===== config.mk =====
export PLATFORM = sky130hd
export DESIGN_NAME = irq_combiner
export DESIGN_NICKNAME = d
export VERILOG_FILES = /design/src/rtl/irq_pkg.sv /design/src/rtl/irq_flag_bank.sv /design/src/rtl/irq_gap_timer.sv /design/src/rtl/irq_line_fsm.sv /design/src/rtl/irq_combiner.sv
export SDC_FILE = /design/constraint.sdc
export NUM_CORES = 1
export LEC_CHECK = 0
export CAP_MARGIN = 10
export CORE_MARGIN = 10
export CORE_UTILIZATION = 45
export CTS_CLUSTER_SIZE = 8
export DETAILED_ROUTE_END_ITERATION = 8
export GPL_ROUTABILITY_DRIVEN = 0
export PLACE_DENSITY = 0.77
export SLEW_MARGIN = 20
export SYNTH_ARGS = -nofsm -noshare
export SYNTH_HDL_FRONTEND = slang
export SYNTH_HIERARCHICAL = 1
export SYNTH_SLANG_ARGS = --single-unit

===== constraint.sdc =====
create_clock -name clk -period 1.8 [get_ports clk]
set_input_delay 0.18 -clock clk [delete_from_list [all_inputs] [get_ports clk]]
set_output_delay 0.18 -clock clk [all_outputs]
set_load 0.005 [all_outputs]

===== src/rtl/irq_pkg.sv =====
package irq_pkg;
    typedef enum logic [1:0] {
        IRQ_IDLE   = 2'd0,
        IRQ_ACTIVE = 2'd1,
        IRQ_GAP    = 2'd2
    } irq_state_t;

    localparam int SRC_OVERFLOW = 0;
    localparam int SRC_KEYEVT   = 1;
    localparam int SRC_LOGIC    = 2;
    localparam int SRC_GPIN     = 3;
endpackage


===== src/rtl/irq_flag_bank.sv =====
module irq_flag_bank #(
    parameter int NUM_SRC = 4
) (
    input  logic               clk,
    input  logic               rst_n,
    input  logic [NUM_SRC-1:0] set_i,
    input  logic [NUM_SRC-1:0] clr_i,
    output logic [NUM_SRC-1:0] flag_o,
    output logic [NUM_SRC-1:0] drop_o
);
    for (genvar g = 0; g < NUM_SRC; g++) begin : g_src
        logic flag_q;
        logic drop_q;

        always_ff @(posedge clk or negedge rst_n) begin
            if (!rst_n) begin
                flag_q <= 1'b0;
                drop_q <= 1'b0;
            end else begin
                // set wins over clear
                flag_q <= set_i[g] | (flag_q & ~clr_i[g]);
                drop_q <= flag_q & clr_i[g] & ~set_i[g];
            end
        end

        assign flag_o[g] = flag_q;
        assign drop_o[g] = drop_q;

        assert_set_wins_R3: assert property (@(posedge clk) disable iff (!rst_n)
            set_i[g] |=> flag_o[g]);
        assert_sticky_R2: assert property (@(posedge clk) disable iff (!rst_n)
            (!set_i[g] && !clr_i[g]) |=> $stable(flag_o[g]));
    end
endmodule


===== src/rtl/irq_gap_timer.sv =====
module irq_gap_timer #(
    parameter int GAP_CYCLES = 12500
) (
    input  logic clk,
    input  logic rst_n,
    input  logic start_i,
    input  logic run_i,
    output logic done_o
);
    localparam int CNT_W = (GAP_CYCLES > 2) ? $clog2(GAP_CYCLES) : 1;
    localparam logic [CNT_W-1:0] LAST = CNT_W'(GAP_CYCLES - 1);

    logic [CNT_W-1:0] cnt_q;

    always_ff @(posedge clk or negedge rst_n) begin
        if (!rst_n) begin
            cnt_q <= '0;
        end else if (start_i) begin
            cnt_q <= '0;
        end else if (run_i && !done_o) begin
            cnt_q <= cnt_q + 1'b1;
        end
    end

    assign done_o = (cnt_q == LAST);

    assert_start_clears_R7: assert property (@(posedge clk) disable iff (!rst_n)
        start_i |=> (cnt_q == '0));
    assert_counts_up_R8: assert property (@(posedge clk) disable iff (!rst_n)
        (run_i && !start_i && !done_o) |=> (cnt_q == $past(cnt_q) + 1'b1));
endmodule


===== src/rtl/irq_line_fsm.sv =====
module irq_line_fsm
    import irq_pkg::*;
#(
    parameter int NUM_SRC = 4
) (
    input  logic               clk,
    input  logic               rst_n,
    input  logic [NUM_SRC-1:0] flag_i,
    input  logic [NUM_SRC-1:0] drop_i,
    input  logic [NUM_SRC-1:0] en_i,
    input  logic               gap_mode_i,
    input  logic               gap_done_i,
    output logic               gap_start_o,
    output logic               gap_run_o,
    output logic               irq_n_o
);
    irq_state_t state_q, state_d;
    logic       any_live;
    logic       live_drop;

    assign any_live  = |(flag_i & en_i);
    assign live_drop = |(drop_i & en_i);

    always_comb begin
        state_d = state_q;
        unique case (state_q)
            IRQ_IDLE: begin
                if (any_live) state_d = IRQ_ACTIVE;                 // raise
            end
            IRQ_ACTIVE: begin
                if (!any_live)                     state_d = IRQ_IDLE; // quiet
                else if (gap_mode_i && live_drop)  state_d = IRQ_GAP;  // gap_open
            end
            IRQ_GAP: begin
                if (gap_done_i) state_d = any_live ? IRQ_ACTIVE : IRQ_IDLE; // gap_rearm / gap_idle
            end
            default: state_d = IRQ_IDLE;
        endcase
    end

    always_ff @(posedge clk or negedge rst_n) begin
        if (!rst_n) state_q <= IRQ_IDLE;
        else        state_q <= state_d;
    end

    always_comb begin
        irq_n_o     = (state_q != IRQ_ACTIVE);
        gap_run_o   = (state_q == IRQ_GAP);
        gap_start_o = (state_q != IRQ_GAP) && (state_d == IRQ_GAP);
    end

    assert_gap_open_R7: assert property (@(posedge clk) disable iff (!rst_n)
        (state_q == IRQ_ACTIVE && gap_mode_i && live_drop && any_live) |=> (state_q == IRQ_GAP));
    assert_level_hold_R6: assert property (@(posedge clk) disable iff (!rst_n)
        (state_q == IRQ_ACTIVE && !gap_mode_i && any_live) |=> (state_q == IRQ_ACTIVE));
    assert_quiet_R5: assert property (@(posedge clk) disable iff (!rst_n)
        (state_q == IRQ_ACTIVE && !any_live) |=> (state_q == IRQ_IDLE));
    assert_gap_kept_R8: assert property (@(posedge clk) disable iff (!rst_n)
        (state_q == IRQ_GAP && !gap_done_i) |=> (state_q == IRQ_GAP));
    assert_gap_empty_R10: assert property (@(posedge clk) disable iff (!rst_n)
        (state_q == IRQ_GAP && gap_done_i && !any_live) |=> (state_q == IRQ_IDLE));
    assert_masked_raise_R4: assert property (@(posedge clk) disable iff (!rst_n)
        (state_q == IRQ_IDLE && !any_live) |=> (state_q == IRQ_IDLE));
endmodule


===== src/rtl/irq_combiner.sv =====
module irq_combiner #(
    parameter int NUM_SRC = 4,
    parameter int CLK_HZ  = 250_000_000,
    parameter int GAP_US  = 50
) (
    input  logic               clk,
    input  logic               rst_n,
    input  logic [NUM_SRC-1:0] src_set,
    input  logic [NUM_SRC-1:0] src_clr,
    input  logic [NUM_SRC-1:0] irq_en,
    input  logic               gap_mode,
    output logic [NUM_SRC-1:0] pending,
    output logic               irq_n
);
    localparam int GAP_CYCLES = (CLK_HZ / 1_000_000) * GAP_US;

    logic [NUM_SRC-1:0] drop;
    logic               gap_start;
    logic               gap_run;
    logic               gap_done;

    irq_flag_bank #(.NUM_SRC(NUM_SRC)) u_flags (
        .clk    (clk),
        .rst_n  (rst_n),
        .set_i  (src_set),
        .clr_i  (src_clr),
        .flag_o (pending),
        .drop_o (drop)
    );

    irq_gap_timer #(.GAP_CYCLES(GAP_CYCLES)) u_timer (
        .clk     (clk),
        .rst_n   (rst_n),
        .start_i (gap_start),
        .run_i   (gap_run),
        .done_o  (gap_done)
    );

    irq_line_fsm #(.NUM_SRC(NUM_SRC)) u_fsm (
        .clk         (clk),
        .rst_n       (rst_n),
        .flag_i      (pending),
        .drop_i      (drop),
        .en_i        (irq_en),
        .gap_mode_i  (gap_mode),
        .gap_done_i  (gap_done),
        .gap_start_o (gap_start),
        .gap_run_o   (gap_run),
        .irq_n_o     (irq_n)
    );

    assert_reset_quiet_R1: assert property (@(posedge clk) disable iff (!rst_n)
        $rose(rst_n) |-> (irq_n && pending == '0));
    assert_low_needs_live_R4: assert property (@(posedge clk) disable iff (!rst_n)
        (!irq_n) |-> |(pending & irq_en) || $past(|(pending & irq_en)));
endmodule


; ---- Word level (Yosys, flattened, before mapping)
; Cells that the tools add are included.
; Widths: inputs -> output; s select.
[classes]
add_sub_neg = 1
n_eq_ne = 6
muxes = 8
bitwise_logic = 26
reduce_logical = 8
[ops]
columns = cell, n
row1 = $mux 14, 2
row2 = $add 14x1->14 const B, 1
row3 = $eq 14x14->1 const B, 1
row4 = $and 1x1->1, 12
row5 = $and 4x4->4, 2
row6 = $mux 2, 4
row7 = $not 1->1, 8
row8 = $reduce_or 4->1, 2
row9 = $pmux 2 s3, 1
row10 = $eq 2x2->1 const B, 2
row11 = $or 1x1->1, 4
row12 = $logic_and 1x1->1, 3
row13 = $eq 2x1->1 const B, 1
row14 = $logic_not 2->1, 1
row15 = $ne 2x1->1 const B, 1
row16 = $ne 2x2->1 const B, 1
row17 = $reduce_bool 2->1, 1
row18 = $logic_not 1->1, 1
row19 = $mux 1, 1
[totals]
register_bits = 24
in_bits = 15
out_inout_bits = 5
word_cells = 59

; ---- Longest topological paths before layout
; Gate-level depths: netlist of the first run.
[logic_depth]
word_depth = 9
depth_mapped = 7
ltp_nobuf = 7

; ---- Hierarchy
; The synthesis of the first run kept the hierarchy.
[by_module_without_submodules]
columns = module, instances, cells_each, area_each_um2, seq_area_each_um2
row1 = irq_gap_timer, 1, 78, 773.2, 350.3
row2 = irq_flag_bank, 1, 32, 335.3, 200.2
row3 = irq_line_fsm, 1, 15, 156.4, 50.0

; ---- Least setup slack after synthesis of the first run
; Ideal clock, no wire load.
[synth_path]
path_type = register to register
startpoint = reg u_flags.g_src[0].flag_q
endpoint = reg u_timer.cnt_q[6]
setup_time_ns = 0.078
t_arrival_ns = 1.515
t_required_ns = 1.722
slack_ns = 0.206
path_stages_with_launch = 8
n_path_buf = 3
period_less_slack_ns = 1.594
cell_sequence = dfrtp_1 > buf_4 > a22o_1 > a221oi_2 > nor3_1 > clkbuf_1 > clkbuf_1 > a21oi_1
[synth_between]
elab_chain_cells = 8
word_cells_on_any_way = 11
cone_classes = eq/ne: 1 / mux: 6 / bitwise: 1 / reduce/logical: 3
[synth_rtl]
columns = element, line
row1 = "start, declared", irq_flag_bank.sv:12  ; logic flag_q;
row2 = "start signal, assigned", irq_flag_bank.sv:21  ; flag_q <= set_i[g] | (flag_q & ~clr_i[g]);
row3 = $and 4x4->4 (*), irq_line_fsm.sv:21  ; assign any_live = |(flag_i & en_i);
row4 = $reduce_or 4->1 (*), irq_line_fsm.sv:21
row5 = $mux 1, irq_line_fsm.sv:35  ; if (gap_done_i) state_d = any_live ? IRQ_ACTIVE : IRQ_IDLE;
row6 = $mux 2, irq_line_fsm.sv:35
row7 = $pmux 2 s3 (*), irq_line_fsm.sv:26  ; unique case (state_q)
row8 = $eq 2x2->1 (*), irq_line_fsm.sv:49  ; gap_start_o = (state_q != IRQ_GAP) && (state_d == IRQ_GAP);
row9 = $logic_and 1x1->1 (*), irq_line_fsm.sv:49
row10 = via gap_start, irq_combiner.sv:18  ; logic gap_start;
row11 = $mux 14 or $reduce_bool 2->1 (tied branches), --
row12 = "end signal, assigned", irq_gap_timer.sv:21  ; cnt_q <= cnt_q + 1'b1;
row13 = "end, declared", irq_gap_timer.sv:13  ; logic [CNT_W-1:0] cnt_q;
; The timed path passes the listed nets; every way through them passes the cells marked *.
; A chain may end at the register's enable or synchronous reset.

; ---- Worst setup path after layout of the first run
[layout_path]
startpoint = reg u_fsm.state_q[0]
endpoint = reg u_timer.cnt_q[13]
[layout_between]
word_cells_on_any_way = 14
cone_classes = eq/ne: 4 / mux: 6 / reduce/logical: 4
[layout_lines]
columns = element, line
row1 = "start, declared", irq_line_fsm.sv:17  ; irq_state_t state_q, state_d;
row2 = "start signal, assigned", irq_line_fsm.sv:43  ; else state_q <= state_d;
row3 = $eq 2x2->1 (*), irq_line_fsm.sv:48  ; gap_run_o = (state_q == IRQ_GAP);
row4 = via gap_run, irq_combiner.sv:19  ; logic gap_run;
row5 = $pmux 2 s3, irq_line_fsm.sv:26
row6 = $eq 2x2->1, irq_line_fsm.sv:49
row7 = $logic_and 1x1->1, irq_line_fsm.sv:49
row8 = $mux 14 or $reduce_bool 2->1 (tied branches), --
; Marks and branches as above.

==> reports/metrics.cfg, run 1 <==
[synthesis]
async_flop_share_pct = 100
syn_nets = 141
synth-edff-count = 0
synthCells = 125
synthTopCellsByCount = 24 x dfrtp_1, 15 x nor2_1, 9 x nand2_1
synth-seq-cells = 24
yosys-top-cells-area = dfrtp_1 47%, buf_4 4.7%, nor2_1 4.5%
syn_area_um2 = 1260
synth_area_leader_cell = dfrtp_1
postSynthAreaPerCell_um2 = 10.1
synth_flop_cell = dfrtp_1
yosysTopAreaCellShare_pct = 47.5
ys_warn_count = 6
yosysSeqAreaShare_pct = 47.5
synth_most_common_cell = dfrtp_1
yosysUniqueCellTypes = 34

[sta]
hold_viol = 0
period_share_pct = 91.1
setup_viol = 0
slew_violations = 0
max_freq_ghz = 0.610
tightestPinTransition_ns = 0.294
rsz0062_at_grt = true
layout_setup_ws_ns = 0.160
relSlewSlack_pct = 80.2
fin_skew_ns = 0.00386
min_period_ns = 1.64
finalSetupTns_ns = 0

[pwr]
ir_worst_vdd_mv = 0.419
fin_total_pwr_mw = 0.910
leakagePower_nw = 0.632
p_per_area_nw_per_um2 = 607

[drt]
route.detailed.drc = 0
first_pass_iters = 4
totalWireLength_um = 2350
vias = 927
avgRoutedWirePerCell_um = 13.6
viasPerCell = 5.36
initialDrtViolationCount = 49
ant_nets = 0

[placement]
post_dp_cell_area_um2 = 1460
dp_hpwl_um = 1830
portBuffers = 19
post-place-ws_ns = 0.0459

[setup_path]
worstPathArrival_ns = 1.85
critPathKind = reg2reg
path_cells = inv_1, nand2_1, inv_1, nand4_2, nor4_2, xnor2_1, nor2_1
crit_buf_inv = 2
critical-path-top-delay-family = simple AND/OR/NAND/NOR gates
cp-startpoint = u_fsm/state_q[0]
cp_slowest_stage_delay_ns = 0.42
cp_max_fo = 8
critPathLaunchType = flop
cp_common_cell = inv_1
slowest_stage = dfrtp_1
crit_required_ns = 2.00
worstReg2RegStart = u_fsm/state_q[0]
endpoint_kind = flop

[cells_and_area]
diodes = 0
fin_util_pct = 54.8
syn_to_final_growth_pct = 18.5
final_cell_area_um2 = 1500
n_fill_cell = 231
drive_above_1_share_pct = 14.8
fin_nets = 159

[job]
drv_cap = 0

[floorplanning]
coreArea_um2 = 2730
num_io_pins = 20
start_util_pct = 46.3
die_y_um = 73.0
fp.dieW_um = 73.0
rows = 19
dieArea_um2 = 5330

[clocking]
cts_made_buffers = 3
clk_path_buf_depth = 2
clk_pin_slew_ns = 0.12
cts_setup_buffers = 0
cts_root_buf = clkbuf_4
cts_tree = built
clock-sinks = 24
cts_hold_buf = 0
htree_levels = 1
clock_latency_ns = 0.30

[global_routing]
grt_first_pass_wirelength_um = 4080
antenna_found_initial = 0
grt_pass1_vias = 924
grt.total_usage_pct = 9.21
grt_max_degree = 25
grt-ovfl-total = 0

[min_path]
min_path_type = in2async

[status]
status = complete, no violations

[repair_timing]
item,CTS,global route
setup endpoints to repair,0,1
resized for setup,0,1
hold endpoints to repair,0,0
[power by group]
group	switching [mW]	total, mW	internal [mW]
registers	0.00790	0.557	0.550
logic	0.0318	0.0840	0.0523
clock network	0.145	0.268	0.123
[area by class of cell]
| class | count | area, µm² | share of cell area (%) |
|---|---|---|---|
| well taps | 31 | 38.8 | 2.59 |
| repair buffers | 23 | 220 | 14.7 |
| inverters | 7 | 26.3 | 1.75 |
| clock buffers | 4 | 36.3 | 2.42 |
| multi-input cells | 84 | 577 | 38.5 |
| flip-flops and latches | 24 | 601 | 40.1 |
[cells by family (layout without fill, tap and decap cells)]
| kind of cell | after synthesis | in the layout | synth area share (%) |
|---|---|---|---|
| compound gates | 19 | 19 | 12.0 |
| xor+xnor | 8 | 8 | 5.54 |
| fa+ha+maj | 1 | 1 | 0.989 |
| buf+inv | 17 | 34 | 7.42 |
| flops | 24 | 24 | 47.5 |
| mux | 3 | 3 | 3.17 |
| simple gates | 53 | 53 | 23.4 |
[metrics by stage]
stage	std cells	hold slack [ns]
floorplan	125	-0.116
global placement	169	0.515
detailed placement	169	0.519
CTS	173	0.225
global route	173	0.241
finish	173	0.225
[state kept, by name (all words and copies together), names as in the netlist]
register	flops
u_flags/g_src.drop_q	4
u_flags/g_src.flag_q	4
u_fsm/state_q	2
u_timer/cnt_q	14
[cells in the final DEF, fill, tap and decap left out, types with 3 or more instances in the layout]
master and count:
nor3_1 4, o21ai_0 3, nand2_1 9, nor4_2 3
inv_1 7, nand2b_1 3, clkbuf_4 3, nand3_1 3
dfrtp_1 24, a21o_1 4, nand4_1 5, a21oi_1 3
buf_4 4, nor2_1 15, or3_1 3, xnor2_1 6
clkdlybuf4s50_1 19
[layer usage]
metal  track usage (%)  vias to the layer above  part of all wire, %
li1                  -                      462                    -
met1              11.4                      438                   46
met2              14.5                       23                   45
met3              2.99                        4                  8.3
met4              3.38                        0                 0.98
met5                 0                        -                    0
[worst paths after layout]
| kind | slack, ns | endpoint | cells after the start |
|---|---|---|---|
| worst max-delay path | 0.16 | u_timer/cnt_q[13] | 7 |
| worst min-delay path | 0.22 | u_timer/cnt_q[0] | 2 |
| worst max register to register | 0.16 | u_timer/cnt_q[13] | 7 |
| worst min register to register | 0.54 | u_flags/g_src[0].flag_q | 1 |
| max in group asynchronous | 1.35 | u_timer/cnt_q[11] | 2 |
| min in group clk | 0.42 | u_flags/g_src[1].drop_q | 3 |
(Power assumes the default switching activity.)
==> run 2, diff against run 1 <==
--- a/config.mk
+++ b/config.mk
@@ -5,6 +5,7 @@
 export SDC_FILE = /design/constraint.sdc
 export NUM_CORES = 1
 export LEC_CHECK = 0
+export ABC_AREA = 0
 export CAP_MARGIN = 10
 export CORE_MARGIN = 10
 export CORE_UTILIZATION = 45
==> results of run 2 <==
The final DEF is identical to that of run 1; final timing and power are the same.
==> run 3, diff against run 2 <==
--- a/config.mk
+++ b/config.mk
@@ -8,13 +8,12 @@
 export ABC_AREA = 0
 export CAP_MARGIN = 10
 export CORE_MARGIN = 10
-export CORE_UTILIZATION = 45
+export CORE_UTILIZATION = 51
 export CTS_CLUSTER_SIZE = 8
 export DETAILED_ROUTE_END_ITERATION = 8
 export GPL_ROUTABILITY_DRIVEN = 0
-export PLACE_DENSITY = 0.77
+export PLACE_DENSITY = 0.85
 export SLEW_MARGIN = 20
 export SYNTH_ARGS = -nofsm -noshare
 export SYNTH_HDL_FRONTEND = slang
-export SYNTH_HIERARCHICAL = 1
 export SYNTH_SLANG_ARGS = --single-unit
==> run 3 against run 2 <==
Compared with the run above: synthesized cell count is 5.6% lower; critical endpoint is now irq_n; wire length shrank 4.9%; via count down 5.5%; fmax increased by 0.99%; sequential power grew 22%; area after synthesis is 6.8% lower; critical path depth shrank 5; largest cell class unchanged; utilization grew 9.9 points; cell count fell by 3.5%; total power rose by 31%.
==> reports/metrics.cfg, run 3 <==
[clocking]
cts_setup_buffers = 0
htree_levels = 1
clock-sinks = 24
clk_pin_slew_ns = 0.13
clock_latency_ns = 0.31
cts_hold_buf = 0
cts_tree = built
cts_root_buf = clkbuf_4
cts_made_buffers = 3
clk_path_buf_depth = 2
post_cts_resized = 0

[job]
drv_cap = 0

[cells_and_area]
final_cell_mix = 24 x dfrtp_1, 21 x nor2_1, 19 x clkdlybuf4s50_1
diodes = 0
largest_register_ffs = 14
reg_top3 = u_timer.cnt_q: 14 flops, u_flags.g_src.drop_q: 4 flops, u_flags.g_src.flag_q: 4 flops
syn_to_final_growth_pct = 21.4
layoutNonFillerInstCount = 167
top_register = u_timer.cnt_q
fin_nets = 156
drive_above_1_share_pct = 6.47
fin_util_pct = 64.7
layout_commonest_cell = dfrtp_1

[pwr]
p_sw_share_pct = 27.4
clkPwrFrac_pct = 23.2
p_comb_share_pct = 20.1
ir_worst_vdd_mv = 0.609
pwr-share-seq_pct = 56.7
fin_total_pwr_mw = 1.20
leakagePower_nw = 0.641
p_per_area_nw_per_um2 = 836
switching_power_mw = 0.328
internal_power_mw = 0.869

[placement]
portBuffers = 19
numPlacedInstances = 163
post-place-ws_ns = 0.152
dp_hpwl_um = 1760

[sta]
rsz0062_at_grt = false
tightestPinTransition_ns = 0.415
min_period_ns = 1.62
fin_skew_ns = 0.00777
setup_viol = 0
relSlewSlack_pct = 71.9
finalSetupTns_ns = 0
max_freq_ghz = 0.616
layout_setup_ws_ns = 0.176
period_share_pct = 90.2
slew_violations = 0
hold_viol = 0

[synthesis]
synthSimpleGateAreaFrac_pct = 24.1
ys_warn_count = 0
synth_most_common_cell = dfrtp_1
yosys-top-cells-area = dfrtp_1 51%, xnor2_1 8.2%, nor2_1 6.7%
synthMuxAreaShare_pct = 0.849
yosysUniqueCellTypes = 31
syn_area_um2 = 1180
synth_top_family_by_area = simple AND/OR/NAND/NOR gates
synth_fa_ha_area_share_pct = 1.06
yosysTopAreaCellShare_pct = 51.0
syn_nets = 134
synth_compound_gate_area_share_pct = 8.60
synthTopCellsByCount = 24 x dfrtp_1, 21 x nor2_1, 11 x xnor2_1
async_flop_share_pct = 100
synth_xor_area_share_pct = 8.92
synth-edff-count = 0
synth_area_leader_cell = dfrtp_1
yosysSeqAreaShare_pct = 51.0
synth-seq-cells = 24
synthCells = 118
postSynthAreaPerCell_um2 = 9.99
synth_flop_cell = dfrtp_1

[setup_path]
slowest_stage = clkdlybuf4s50_1
path_cells = nand2b_1, clkdlybuf4s50_1
crit_required_ns = 1.62
cp_max_fo = 7
worstReg2RegStart = u_timer.cnt_q[0]
critPathKind = reg2out
critPathLaunchType = flop
rr_endpoint = u_fsm.state_q[1]
r2r_slack_ns = 0.21
cp_slowest_stage_delay_ns = 0.52
worstPathArrival_ns = 1.44
rr_worst_depth = 4
endpoint_kind = primary output

[drt]
avgRoutedWirePerCell_um = 13.4
viasPerCell = 5.25
first_pass_iters = 4
vias = 876
initialDrtViolationCount = 51
totalWireLength_um = 2240
ant_nets = 0
route.detailed.drc = 0

[global_routing]
grt-ovfl-total = 0
grt.total_usage_pct = 11.1
grt_pass1_vias = 942
antenna_found_initial = 0
grt_first_pass_wirelength_um = 4000
grt_max_degree = 25

[floorplanning]
rows = 17
coreArea_um2 = 2210
dieArea_um2 = 4630
die_y_um = 68.1
num_io_pins = 20
fp.dieW_um = 68.1
start_util_pct = 53.3

[status]
status = complete, no violations

[min_path]
min_path_type = in2async

## run 3: logic make-up (layout without fill, tap and decap cells)
logic type,after synthesis,count (layout)
fa+ha+maj,1,1
simple gates,53,53
xor+xnor,12,12
compound gates,14,14
buf+inv,13,34
mux,1,1
flops,24,24
## run 3: worst max-delay path by stage
stage	slack, ns	start	end	depth (start not counted)
6_report	0.18	u_fsm.state_q[1]	irq_n	2
5_1_grt	0.03	u_timer.cnt_q[0]	u_timer.cnt_q[0]	5
4_1_cts	0.16	u_fsm.state_q[1]	irq_n	2
3_5_place_dp	0.15	irq_en[2]	u_fsm.state_q[1]	6
3_3_place_gp	0.18	irq_en[2]	u_fsm.state_q[1]	6
2_1_floorplan	0.37	u_timer.cnt_q[0]	u_timer.cnt_q[1]	5
## run 3: layout make-up
class	count	area, µm²
fill	198	781
clock buffer	4	36.3
sequential	24	601
multi-input combinational	81	513
tap	28	35.0
inverter	7	26.3
timing repair buffer	23	220
## run 3: worst max-delay path, delay by kind of cell (launching register included)
| family | cells | cell delay (ns) |
|---|---|---|
| flip-flops | 1 | 0.46 |
| AND/OR/NAND/NOR | 1 | 0.15 |
| buffers and inverters | 1 | 0.52 |
## run 3: stage by stage
step | hold WS [ns] | area (µm²)
after floorplan | -0.116 | 1180
after global placement | 0.518 | 1400
after detailed placement | 0.529 | 1400
after CTS | 0.209 | 1430
after global routing | 0.234 | 1430
final | 0.208 | 1430
## run 3: layer usage
metal  vias to the layer above  track usage, %  part of all wire (%)
li1                        438               -                     -
met2                        22            18.4                    46
met5                         -               0                     0
met3                         4            4.08                   7.2
met1                       412            12.5                    45
met4                         0            5.28                   2.1
## run 3: power by group through the flow
stage	clock [mW]	combinational, mW	sequential (mW)
after floorplan	0	0.134	0.683
after global placement	0	0.232	0.685
after detailed placement	0	0.243	0.689
after CTS	0.293	0.245	0.678
after global routing	0.313	0.271	0.692
final	0.277	0.240	0.679
